### src/rtl/pic_pkg.sv
package pic_pkg;
   localparam int EXT_N  = 7;   // external request pins
   localparam int LVL_N  = 5;   // pins able to sense levels
   localparam int CASC_N = 2;   // sources with cascade / fully nested options
endpackage

### src/rtl/pic_src_stage.sv
module pic_src_stage #(
   parameter bit EDGE_ONLY = 1'b0
) (
   input  logic clk,
   input  logic rst_n,
   input  logic pin,
   input  logic level_mode,
   input  logic avail,
   input  logic clr,
   output logic req
);
   logic prev_q, pend_q, lvl;

   generate
      if (EDGE_ONLY) begin : g_edge
         assign lvl = 1'b0;
      end else begin : g_sel
         assign lvl = level_mode;
      end
   endgenerate

   always_ff @(posedge clk or negedge rst_n) begin
      if (!rst_n) begin
         prev_q <= 1'b0;
         pend_q <= 1'b0;
      end else begin
         prev_q <= pin;
         pend_q <= (pend_q & ~clr) | (pin & ~prev_q & avail & ~lvl);
      end
   end

   assign req = avail & (lvl ? pin : pend_q);

   AST_EDGE_NEEDS_RISE: assert property (@(posedge clk) disable iff (!rst_n)
      $rose(pend_q) |-> $past(pin)) else $error("edge latch without rise");
endmodule

### src/rtl/pic_pick.sv
module pic_pick #(
   parameter int N  = 11,
   parameter int PW = 3,
   localparam int IW = (N > 1) ? $clog2(N) : 1
) (
   input  logic [N-1:0]    valid,
   input  logic [N*PW-1:0] prio,
   output logic            any,
   output logic [IW-1:0]   idx,
   output logic [PW-1:0]   best
);
   always_comb begin
      any  = 1'b0;
      idx  = '0;
      best = '1;
      for (int i = 0; i < N; i++) begin
         if (valid[i] && (!any || prio[i*PW +: PW] < best)) begin
            any  = 1'b1;
            idx  = IW'(i);
            best = prio[i*PW +: PW];
         end
      end
   end
endmodule

### src/rtl/prio_irq_ctrl.sv
module prio_irq_ctrl
   import pic_pkg::*;
#(
   parameter int         N_INT    = 4,
   parameter int         PW       = 3,
   parameter logic [7:0] VEC_BASE = 8'd32,
   localparam int        N_SRC    = EXT_N + N_INT,
   localparam int        IW       = $clog2(N_SRC)
) (
   input  logic                clk,
   input  logic                rst_n,
   input  logic [EXT_N-1:0]    ext_req,
   input  logic [N_INT-1:0]    int_req,
   input  logic [LVL_N-1:0]    cfg_level,
   input  logic [N_SRC-1:0]    cfg_mask,
   input  logic [N_SRC*PW-1:0] cfg_prio,
   input  logic [CASC_N-1:0]   cfg_cascade,
   input  logic [CASC_N-1:0]   cfg_sfnm,
   input  logic                cfg_slave,
   input  logic [1:0]          dma_ext_sync,
   input  logic                ien_set,
   input  logic                ack,
   input  logic                eoi,
   output logic                irq,
   output logic [7:0]          irq_type,
   output logic [CASC_N-1:0]   inta_n,
   output logic                ien,
   output logic [N_SRC-1:0]    isr
);
   generate
      if (N_INT < 1) begin : g_bad_int
         $error("N_INT must be at least 1");
      end
      if (PW < 1 || PW > 8) begin : g_bad_pw
         $error("PW out of range");
      end
      if (int'(VEC_BASE) + N_SRC > 256) begin : g_bad_vec
         $error("vector types overflow 8 bits");
      end
   endgenerate

   logic [N_SRC-1:0] req, elig, isr_q, isr_n, sfnm_vec;
   logic [EXT_N-1:0] ext_avail;
   logic [EXT_N-1:0] lvl_pad;
   logic             ien_q, win_any, isr_any, ack_take;
   logic [IW-1:0]    win_idx, isr_idx;
   logic [PW-1:0]    win_best, isr_best;

   // pin availability: cascade takes pins 2/3, slave takes 4..6, DMA takes 5/6
   assign ext_avail[0] = 1'b1;
   assign ext_avail[1] = 1'b1;
   assign ext_avail[2] = ~cfg_cascade[0];
   assign ext_avail[3] = ~cfg_cascade[1];
   assign ext_avail[4] = ~cfg_slave;
   assign ext_avail[5] = ~cfg_slave & ~dma_ext_sync[0];
   assign ext_avail[6] = ~cfg_slave & ~dma_ext_sync[1];
   assign lvl_pad      = {{(EXT_N-LVL_N){1'b0}}, cfg_level};
   assign sfnm_vec     = {{(N_SRC-CASC_N){1'b0}}, cfg_sfnm};

   generate
      for (genvar g = 0; g < EXT_N; g++) begin : g_ext
         pic_src_stage #(.EDGE_ONLY(g >= LVL_N)) u_stage (
            .clk        (clk),
            .rst_n      (rst_n),
            .pin        (ext_req[g]),
            .level_mode (lvl_pad[g]),
            .avail      (ext_avail[g]),
            .clr        (ack_take && (win_idx == IW'(g))),
            .req        (req[g])
         );
      end
      for (genvar j = 0; j < N_INT; j++) begin : g_int
         assign req[EXT_N + j] = int_req[j];
      end
   endgenerate

   // in-service arbiter gives the nesting threshold and the EOI target
   pic_pick #(.N(N_SRC), .PW(PW)) u_isr_pick (
      .valid (isr_q),
      .prio  (cfg_prio),
      .any   (isr_any),
      .idx   (isr_idx),
      .best  (isr_best)
   );

   always_comb begin
      for (int i = 0; i < N_SRC; i++) begin
         elig[i] = req[i] & ~cfg_mask[i]
                 & (~isr_q[i] | sfnm_vec[i])
                 & (~isr_any | (cfg_prio[i*PW +: PW] <= isr_best));
      end
   end

   pic_pick #(.N(N_SRC), .PW(PW)) u_req_pick (
      .valid (elig),
      .prio  (cfg_prio),
      .any   (win_any),
      .idx   (win_idx),
      .best  (win_best)
   );

   assign irq      = ien_q & win_any;
   assign ack_take = ack & irq;
   assign irq_type = VEC_BASE + 8'(win_idx);

   generate
      for (genvar k = 0; k < CASC_N; k++) begin : g_inta
         assign inta_n[k] = ~(cfg_cascade[k] & ack_take & (win_idx == IW'(k)));
      end
   endgenerate

   always_comb begin
      isr_n = isr_q;
      if (eoi && isr_any) isr_n[isr_idx] = 1'b0;
      if (ack_take)       isr_n[win_idx] = 1'b1;
   end

   always_ff @(posedge clk or negedge rst_n) begin
      if (!rst_n) begin
         isr_q <= '0;
         ien_q <= 1'b0;
      end else begin
         isr_q <= isr_n;
         if (ack_take)     ien_q <= 1'b0;
         else if (ien_set) ien_q <= 1'b1;
      end
   end

   assign isr = isr_q;
   assign ien = ien_q;

   AST_IRQ_GATED: assert property (@(posedge clk) disable iff (!rst_n)
      irq |-> ien) else $error("irq without enable");
   AST_ACK_DROPS_IEN: assert property (@(posedge clk) disable iff (!rst_n)
      ack_take |=> !ien) else $error("enable survived ack");
   AST_ACK_MARKS_ISR: assert property (@(posedge clk) disable iff (!rst_n)
      ack_take |=> isr_q[$past(win_idx)]) else $error("in-service not set");
   AST_STROBE_SINGLE: assert property (@(posedge clk) disable iff (!rst_n)
      $onehot0(~inta_n)) else $error("two strobes low");
   AST_EOI_ONE_BIT: assert property (@(posedge clk) disable iff (!rst_n)
      (eoi && isr_any && !ack_take) |=> $countones(isr_q) == $countones($past(isr_q)) - 1)
      else $error("eoi cleared wrong count");
   AST_NEST_LIMIT: assert property (@(posedge clk) disable iff (!rst_n)
      (irq && isr_any) |-> win_best <= isr_best) else $error("weaker source nested");
   AST_SLAVE_QUIET: assert property (@(posedge clk) disable iff (!rst_n)
      cfg_slave |-> !(irq && win_idx >= IW'(4) && win_idx <= IW'(6)))
      else $error("withdrawn pin presented");
endmodule

### config.mk
export PLATFORM = sky130hd
export DESIGN_NAME = prio_irq_ctrl
export DESIGN_NICKNAME = d
export VERILOG_FILES = /design/src/rtl/pic_pkg.sv /design/src/rtl/pic_src_stage.sv /design/src/rtl/pic_pick.sv /design/src/rtl/prio_irq_ctrl.sv
export SDC_FILE = /design/constraint.sdc
export NUM_CORES = 1
export LEC_CHECK = 0
export CAP_MARGIN = 40
export CORE_UTILIZATION = 55
export CTS_CLUSTER_SIZE = 25
export DETAILED_ROUTE_END_ITERATION = 12
export PLACE_DENSITY_LB_ADDON = 0.3
export SLEW_MARGIN = 10
export SYNTH_ARGS = -nofsm -noshare
export SYNTH_HDL_FRONTEND = slang
export SYNTH_SLANG_ARGS = --single-unit
### constraint.sdc
create_clock -name clk -period 46.4 [get_ports clk]
set_input_delay 9.28 -clock clk [delete_from_list [all_inputs] [get_ports clk]]
set_output_delay 9.28 -clock clk [all_outputs]
set_load 0.1 [all_outputs]
-- Word-level counts from Yosys, hierarchy flattened
Cells that the tools add are included.
- logic and storage cells: 348
- bits of input ports: 72
- bits in registers: 26
- output and inout bits: 23
- $add $sub $neg: 1
- magnitude comparators: 35
- eq/ne operators: 6
- bitwise gates (word level): 142
- reduce and logical (&&, ||, !) cells: 72
- mux-type cells: 76
- operators by type and width (operator ; number):
    3-bit 2-to-1 mux ; 29
    1-bit AND ; 70
    3-bit < comparator ; 20
    1-bit NOT ; 49
    3-bit less-or-equal comparator ; 11
    1-bit 2-to-1 mux ; 33
    1-bit logical AND ; 30
    4-bit 2-to-1 mux ; 6
    11-bit 2-to-1 mux ; 2
    1-bit zero test ; 20
    1-bit logical OR ; 20
    1-bit OR ; 20
    4-bit by 3-bit equality test with 1-bit output, second input constant ; 3
    11-bit AND ; 1
    11-bit NOT ; 1
    11-bit OR ; 1
    4-bit by 5-bit < comparator with 1-bit output, second input constant ; 2
    1-bit demux with 4-bit select ; 2
    4-bit by 2-bit equality test with 1-bit output, second input constant ; 2
    4-bit by 1-bit greater-or-equal comparator with 1-bit output, second input constant ; 2
    2-bit 2-to-1 mux ; 4
    6-bit by 4-bit adder with 7-bit output, first input constant ; 1
    4-bit by 1-bit equality test with 1-bit output, second input constant ; 1
    4-bit zero test ; 1
    2-bit nonzero test ; 1

-- Depth between registers and ports, before layout
- depth in word-level cells: 91
- mapped depth: 141

-- Cells and area by module
A second synthesis with hierarchy kept.
- cells, all modules: 765
- area, all modules: 5557.8 µm²
- modules (own cells, without submodules) (module ; area each (µm²) ; cells each ; times used):
    pic_pick ; 1724.2 ; 255 ; 2
    prio_irq_ctrl ; 1525.2 ; 208 ; 1
    pic_src_stage (g_ext[0].u_stage ...) ; 86.3 ; 7 ; 5
    pic_src_stage (g_ext[5].u_stage ...) ; 76.3 ; 6 ; 2

-- Least setup slack after synthesis
OpenSTA, ideal clock, no wires.
- path type: input-to-output
- start point: in cfg_prio[3]
- end point: out irq_type[2]
- setup slack: 2314 ps
- data required time: 37120 ps
- path buffers: 1
- cell stages on the path: 133
- arrival: 34806 ps
- cell sequence: nand2b_1 -> o221ai_1 -> o21ai_0 -> a31oi_1 -> nand2_1 -> maj3_1 -> a21oi_1 -> o21ai_0 -> mux2i_1 -> ha_1 -> a21oi_1 -> o21a_1 -> mux2i_1 -> inv_1 -> ha_1 -> o21a_1 -> a31o_2 -> inv_1 -> (+97 left out) -> o31ai_2 -> a21o_1 -> nand2_1 -> mux2i_1 -> ha_1 -> a21oi_1 -> o21a_1 -> nand2_1 -> a2111oi_0 -> a21o_1 -> a21oi_1 -> ha_1 -> o31a_1 -> o21ai_0 -> a21oi_1 -> nor2_1 -> or3_1 -> nor2_1
- cells in the longest elaborated chain, start to end: 85
- elaborated cells on any way between the ends: 164
- classes of those cells: add/sub: 1; order compare: 31; mux: 50; bitwise: 23; reduce/logical: 59
- ends and longest elaborated chain (element ; RTL line ; text):
    start, declared ; prio_irq_ctrl.sv:16 ; input logic [N_SRC*PW-1:0] cfg_prio,
    3-bit < comparator ; pic_pick.sv:17 ; if (valid[i] && (!any || prio[i*PW +: PW] < best)) begin
    1-bit logical OR ; pic_pick.sv:17 ;
    1-bit logical AND ; pic_pick.sv:17 ;
    3-bit 2-to-1 mux / 1-bit 2-to-1 mux (equally long branches) ; pic_pick.sv:17 ;
    3-bit < comparator / 1-bit zero test (equally long branches) ; pic_pick.sv:17 ;
    1-bit logical OR ; pic_pick.sv:17 ;
    1-bit logical AND ; pic_pick.sv:17 ;
    3-bit 2-to-1 mux / 1-bit 2-to-1 mux (equally long branches) ; pic_pick.sv:17 ;
    (+69 left out) ; n/a ;
    1-bit logical OR ; pic_pick.sv:17 ;
    1-bit logical AND ; pic_pick.sv:17 ;
    3-bit 2-to-1 mux / 1-bit 2-to-1 mux (equally long branches) ; pic_pick.sv:17 ;
    3-bit < comparator / 1-bit zero test (equally long branches) ; pic_pick.sv:17 ;
    1-bit logical OR ; pic_pick.sv:17 ;
    1-bit logical AND ; pic_pick.sv:17 ;
    4-bit 2-to-1 mux (*) ; pic_pick.sv:17 ;
    6-bit by 4-bit adder with 7-bit output (*) ; prio_irq_ctrl.sv:104 ; assign irq_type = VEC_BASE + 8'(win_idx);
    end, declared ; prio_irq_ctrl.sv:25 ; output logic [7:0] irq_type,
Every way passes the cells marked *; elsewhere a longest branch is shown, timed or not.

-- Final worst setup path
- start point: in cfg_prio[3]
- end point: out inta_n[1]
- cells in the longest elaborated chain, start to end: 89
- elaborated cells on any way between the ends: 170
- classes of those cells: order compare: 31; eq/ne: 1; mux: 51; bitwise: 28; reduce/logical: 59
- ends and longest elaborated chain (element ; RTL line ; text):
    3-bit < comparator ; pic_pick.sv:17 ;
    1-bit logical OR ; pic_pick.sv:17 ;
    1-bit logical AND ; pic_pick.sv:17 ;
    3-bit 2-to-1 mux / 1-bit 2-to-1 mux (equally long branches) ; pic_pick.sv:17 ;
    3-bit < comparator / 1-bit zero test (equally long branches) ; pic_pick.sv:17 ;
    1-bit logical OR ; pic_pick.sv:17 ;
    1-bit logical AND ; pic_pick.sv:17 ;
    3-bit 2-to-1 mux / 1-bit 2-to-1 mux (equally long branches) ; pic_pick.sv:17 ;
    (+73 left out) ; n/a ;
    1-bit logical OR ; pic_pick.sv:17 ;
    1-bit logical AND ; pic_pick.sv:17 ;
    1-bit 2-to-1 mux ; pic_pick.sv:17 ;
    1-bit AND ; prio_irq_ctrl.sv:102 ; assign irq = ien_q & win_any;
    1-bit AND ; prio_irq_ctrl.sv:103 ; assign ack_take = ack & irq;
    1-bit AND ; prio_irq_ctrl.sv:108 ; assign inta_n[k] = ~(cfg_cascade[k] & ack_take & (win_idx == IW'(k)));
    1-bit AND (*) ; prio_irq_ctrl.sv:108 ;
    1-bit NOT (*) ; prio_irq_ctrl.sv:108 ;
    end, declared ; prio_irq_ctrl.sv:26 ; output logic [CASC_N-1:0] inta_n,
Marks and branches as above.

==> summary.md <==
| Metric | Value |
|---|---|
| Post-synthesis sequential area ratio | `12.6%` |
| RD Place Congestion | `0.940` |
| Vias per cell | `a little under 7` |
| Final slew viol count | `0` |
| Top Layer Used | `met4` |
| Final hold viol count | `0` |
| Slowest cell on crit path | `clkdlybuf4s50_1` |
| Fill cells | `roughly 650` |
| H-tree depth | `1` |
| DRT antenna net count | `0` |
| Commonest non-fill, non-tap cell in the layout | `clkdlybuf4s50_1` |
| Met3 routed WL | `1.79 mm` |
| YS warnings | `0` |
| Worst hold-check path type | `flip-flop to flip-flop` |
| Initial antenna violation count | `0` |
| Final worst path period need | `45.07 ns` |
| Critical path endpoint category | `primary output` |
| Number of global-route vias before repair | `5933` |
| Total die area | `9750 um^2` |
| Hold_ws | `0.521 ns` |
| Critical Path Most Common Cell | `ha_1` |
| Worst EP arrival | `35.79 ns` |
| I/O pin cnt | `95` |
| Hold_buf cts | `0` |
| Die height | `98.7 um` |
| Rel. slew slack | `33.9%` |
| Layout cells sized above 1 | `15.4%` |
| Max_cap viols | `0` |
| Top cell family by delay on the critical path | `compound AO/OA/AOI/OAI gates` |
| Post-place setup slack | `-0.0422 ns` |
| Drt wl/cell | `20.2 um` |
| Drt drc | `0` |
| Yosys cell types | `between 90 and 100` |
| Post-DP HPWL | `14.4 mm` |
| Core ar. | `8890 um^2` |
| Pin slew with the least headroom to its limit | `0.983 ns` |
| Fin nets | `941` |
| Clk_lat worst skew | `between 0.2 and 0.3 ns` |
| Final period util | `97.1%` |
| First-pass DRT Iterations | `7` |
| Number of synthesized flops with an enable pin | `0` |
| DRT Wirelength | `18.6 mm` |
| CP max FO | `8` |
| Critical Path Source Type | `input port` |
| Cells after Synth | `688` |
| Clock Skew | `0.0122 ns` |
| Average size of a mapped cell | `7.48 um^2` |
| CTS tree | `built` |
| Gr usage total | `37.5%` |
| Largest net degree at the start of global routing | `27` |
| Met2 wire length | `8.36 mm` |
| Root Buffer | `clkbuf_8` |
| Global-route wire length before repair | `29.4 mm` |
| CP peak stage delay | `around 0.48 ns` |
| Longest Clk Path Bufs | `2` |
| Reg2Reg Setup Slack | `between 15 and 20 ns` |
| Met1 wire length | `7.81 mm` |
| #FFs+latches synth | `26` |
| Site Rows | `34` |
| Fraction of registers with async set/reset | `100%` |
| Critical Path RT | `between 30 and 40 ns` |
| Crit Path Class | `input port to primary output` |
| Status | `finished, final reports clean` |
| Clock slew at reported path FFs | `0.08 ns` |
| Count of final setup violators | `0` |
| Commonest cells after routing, fill and taps aside | `84 x clkdlybuf4s50_1, 60 x nor2_1, 55 x ha_1, 54 x inv_1, 54 x nand2_1` |
| Final WS setup | `1.33 ns` |
| Area Growth Syn to Fin | `31.1%` |
| Ys flop type | `dfrtp_1` |
| # diodes | `0` |
| Post-Syn Area | `5150 um^2` |
| Initial Util | `between 50% and 60%` |
| Crit path buf inv count | `13` |
| Initial drt markers | `609` |
| Max Clock Freq | `~22 MHz` |
| CTS sink count | `26` |
| Total grt overflow | `0` |
| Total number of vias | `6256` |
| Die W | `98.7 um` |
| CTS Buf Count | `3` |
| Fin util | `75.9%` |
| # port buffers | `90` |
-- sequential cells by signal, indices dropped and copies added, names as in the netlist --
| signal | count |
|---|---|
| g_ext.u_stage.pend_q | 7 |
| g_ext.u_stage.prev_q | 7 |
| ien | 1 |
| isr | 11 |
-- layout make-up --
cell class,instances,area (um^2),share of cell area [%]
Sequential cell,26,651,9.64
Timing Repair Buffer,131,1310,19.3
Multi-Input combinational cell,596,4400,65.1
Inverter,55,206,3.06
Clock buffer,4,55.1,0.816
Tap cell,108,135,2.00
-- logic make-up (layout without fill, tap and decap cells) --
kind of cell	after synthesis	in the layout	synth area share [%]
and+or+nand+nor	248	248	25.2
AOI/OAI and AO/OA	262	262	37.6
DFF	26	26	12.6
adders and majority gates	60	60	14.4
other	2	4	0.146
buffers and inverters	68	190	5.64
muxes	22	22	4.42
-- final timing paths --
path,startpoint,endpoint,cells after the start
max,cfg_prio[3],inta_n[1],138
min,g_ext[1].u_stage.pend_q,g_ext[1].u_stage.pend_q,1
max reg2reg,isr[0],g_ext[1].u_stage.pend_q,137
min reg2reg,g_ext[1].u_stage.pend_q,g_ext[1].u_stage.pend_q,1
max in group asynchronous,rst_n,isr[2],2
min in group asynchronous,rst_n,ien,2
-- metal layers --
layer	GRT usage, %	up-vias
met5	0	-
met4	13.5	0
met3	4.54	70
met2	59.9	385
met1	51.9	2912
li1	-	2889
-- cells in the mapped netlist (all sizes together), types with 13 or more instances --
library cell  count  area (um^2)
mux2i            16          160
a211oi           17          150
o21a             19          151
nor3             17          106
nand2b           13         81.3
nand2            55          209
nor2             61          229
dfrtp            26          651
a21oi            50          258
inv              55          206
ha               56          701
nand3            32          160
o21ai            56          303
-- per-stage QoR --
stage | instances | cell area [um^2] | setup TNS [ns]
finish | 920 | 6750 | 0
global route | 920 | 6750 | -0.491
CTS | 906 | 6470 | 0
detailed placement | 902 | 6400 | -0.0422
global placement | 888 | 6200 | 0
floorplan | 690 | 5150 | 0
-- repair_timing --
action / 4_1_cts / 5_1_grt
pin swaps: 0 / 8
setup buffers: 0 / 14
resized for setup: 2 / 40
endpoints found under the setup margin: 4 / 6
Power is not shown: default switching activity piles up to over one toggle a cycle in this logic, so the estimate is an artifact.
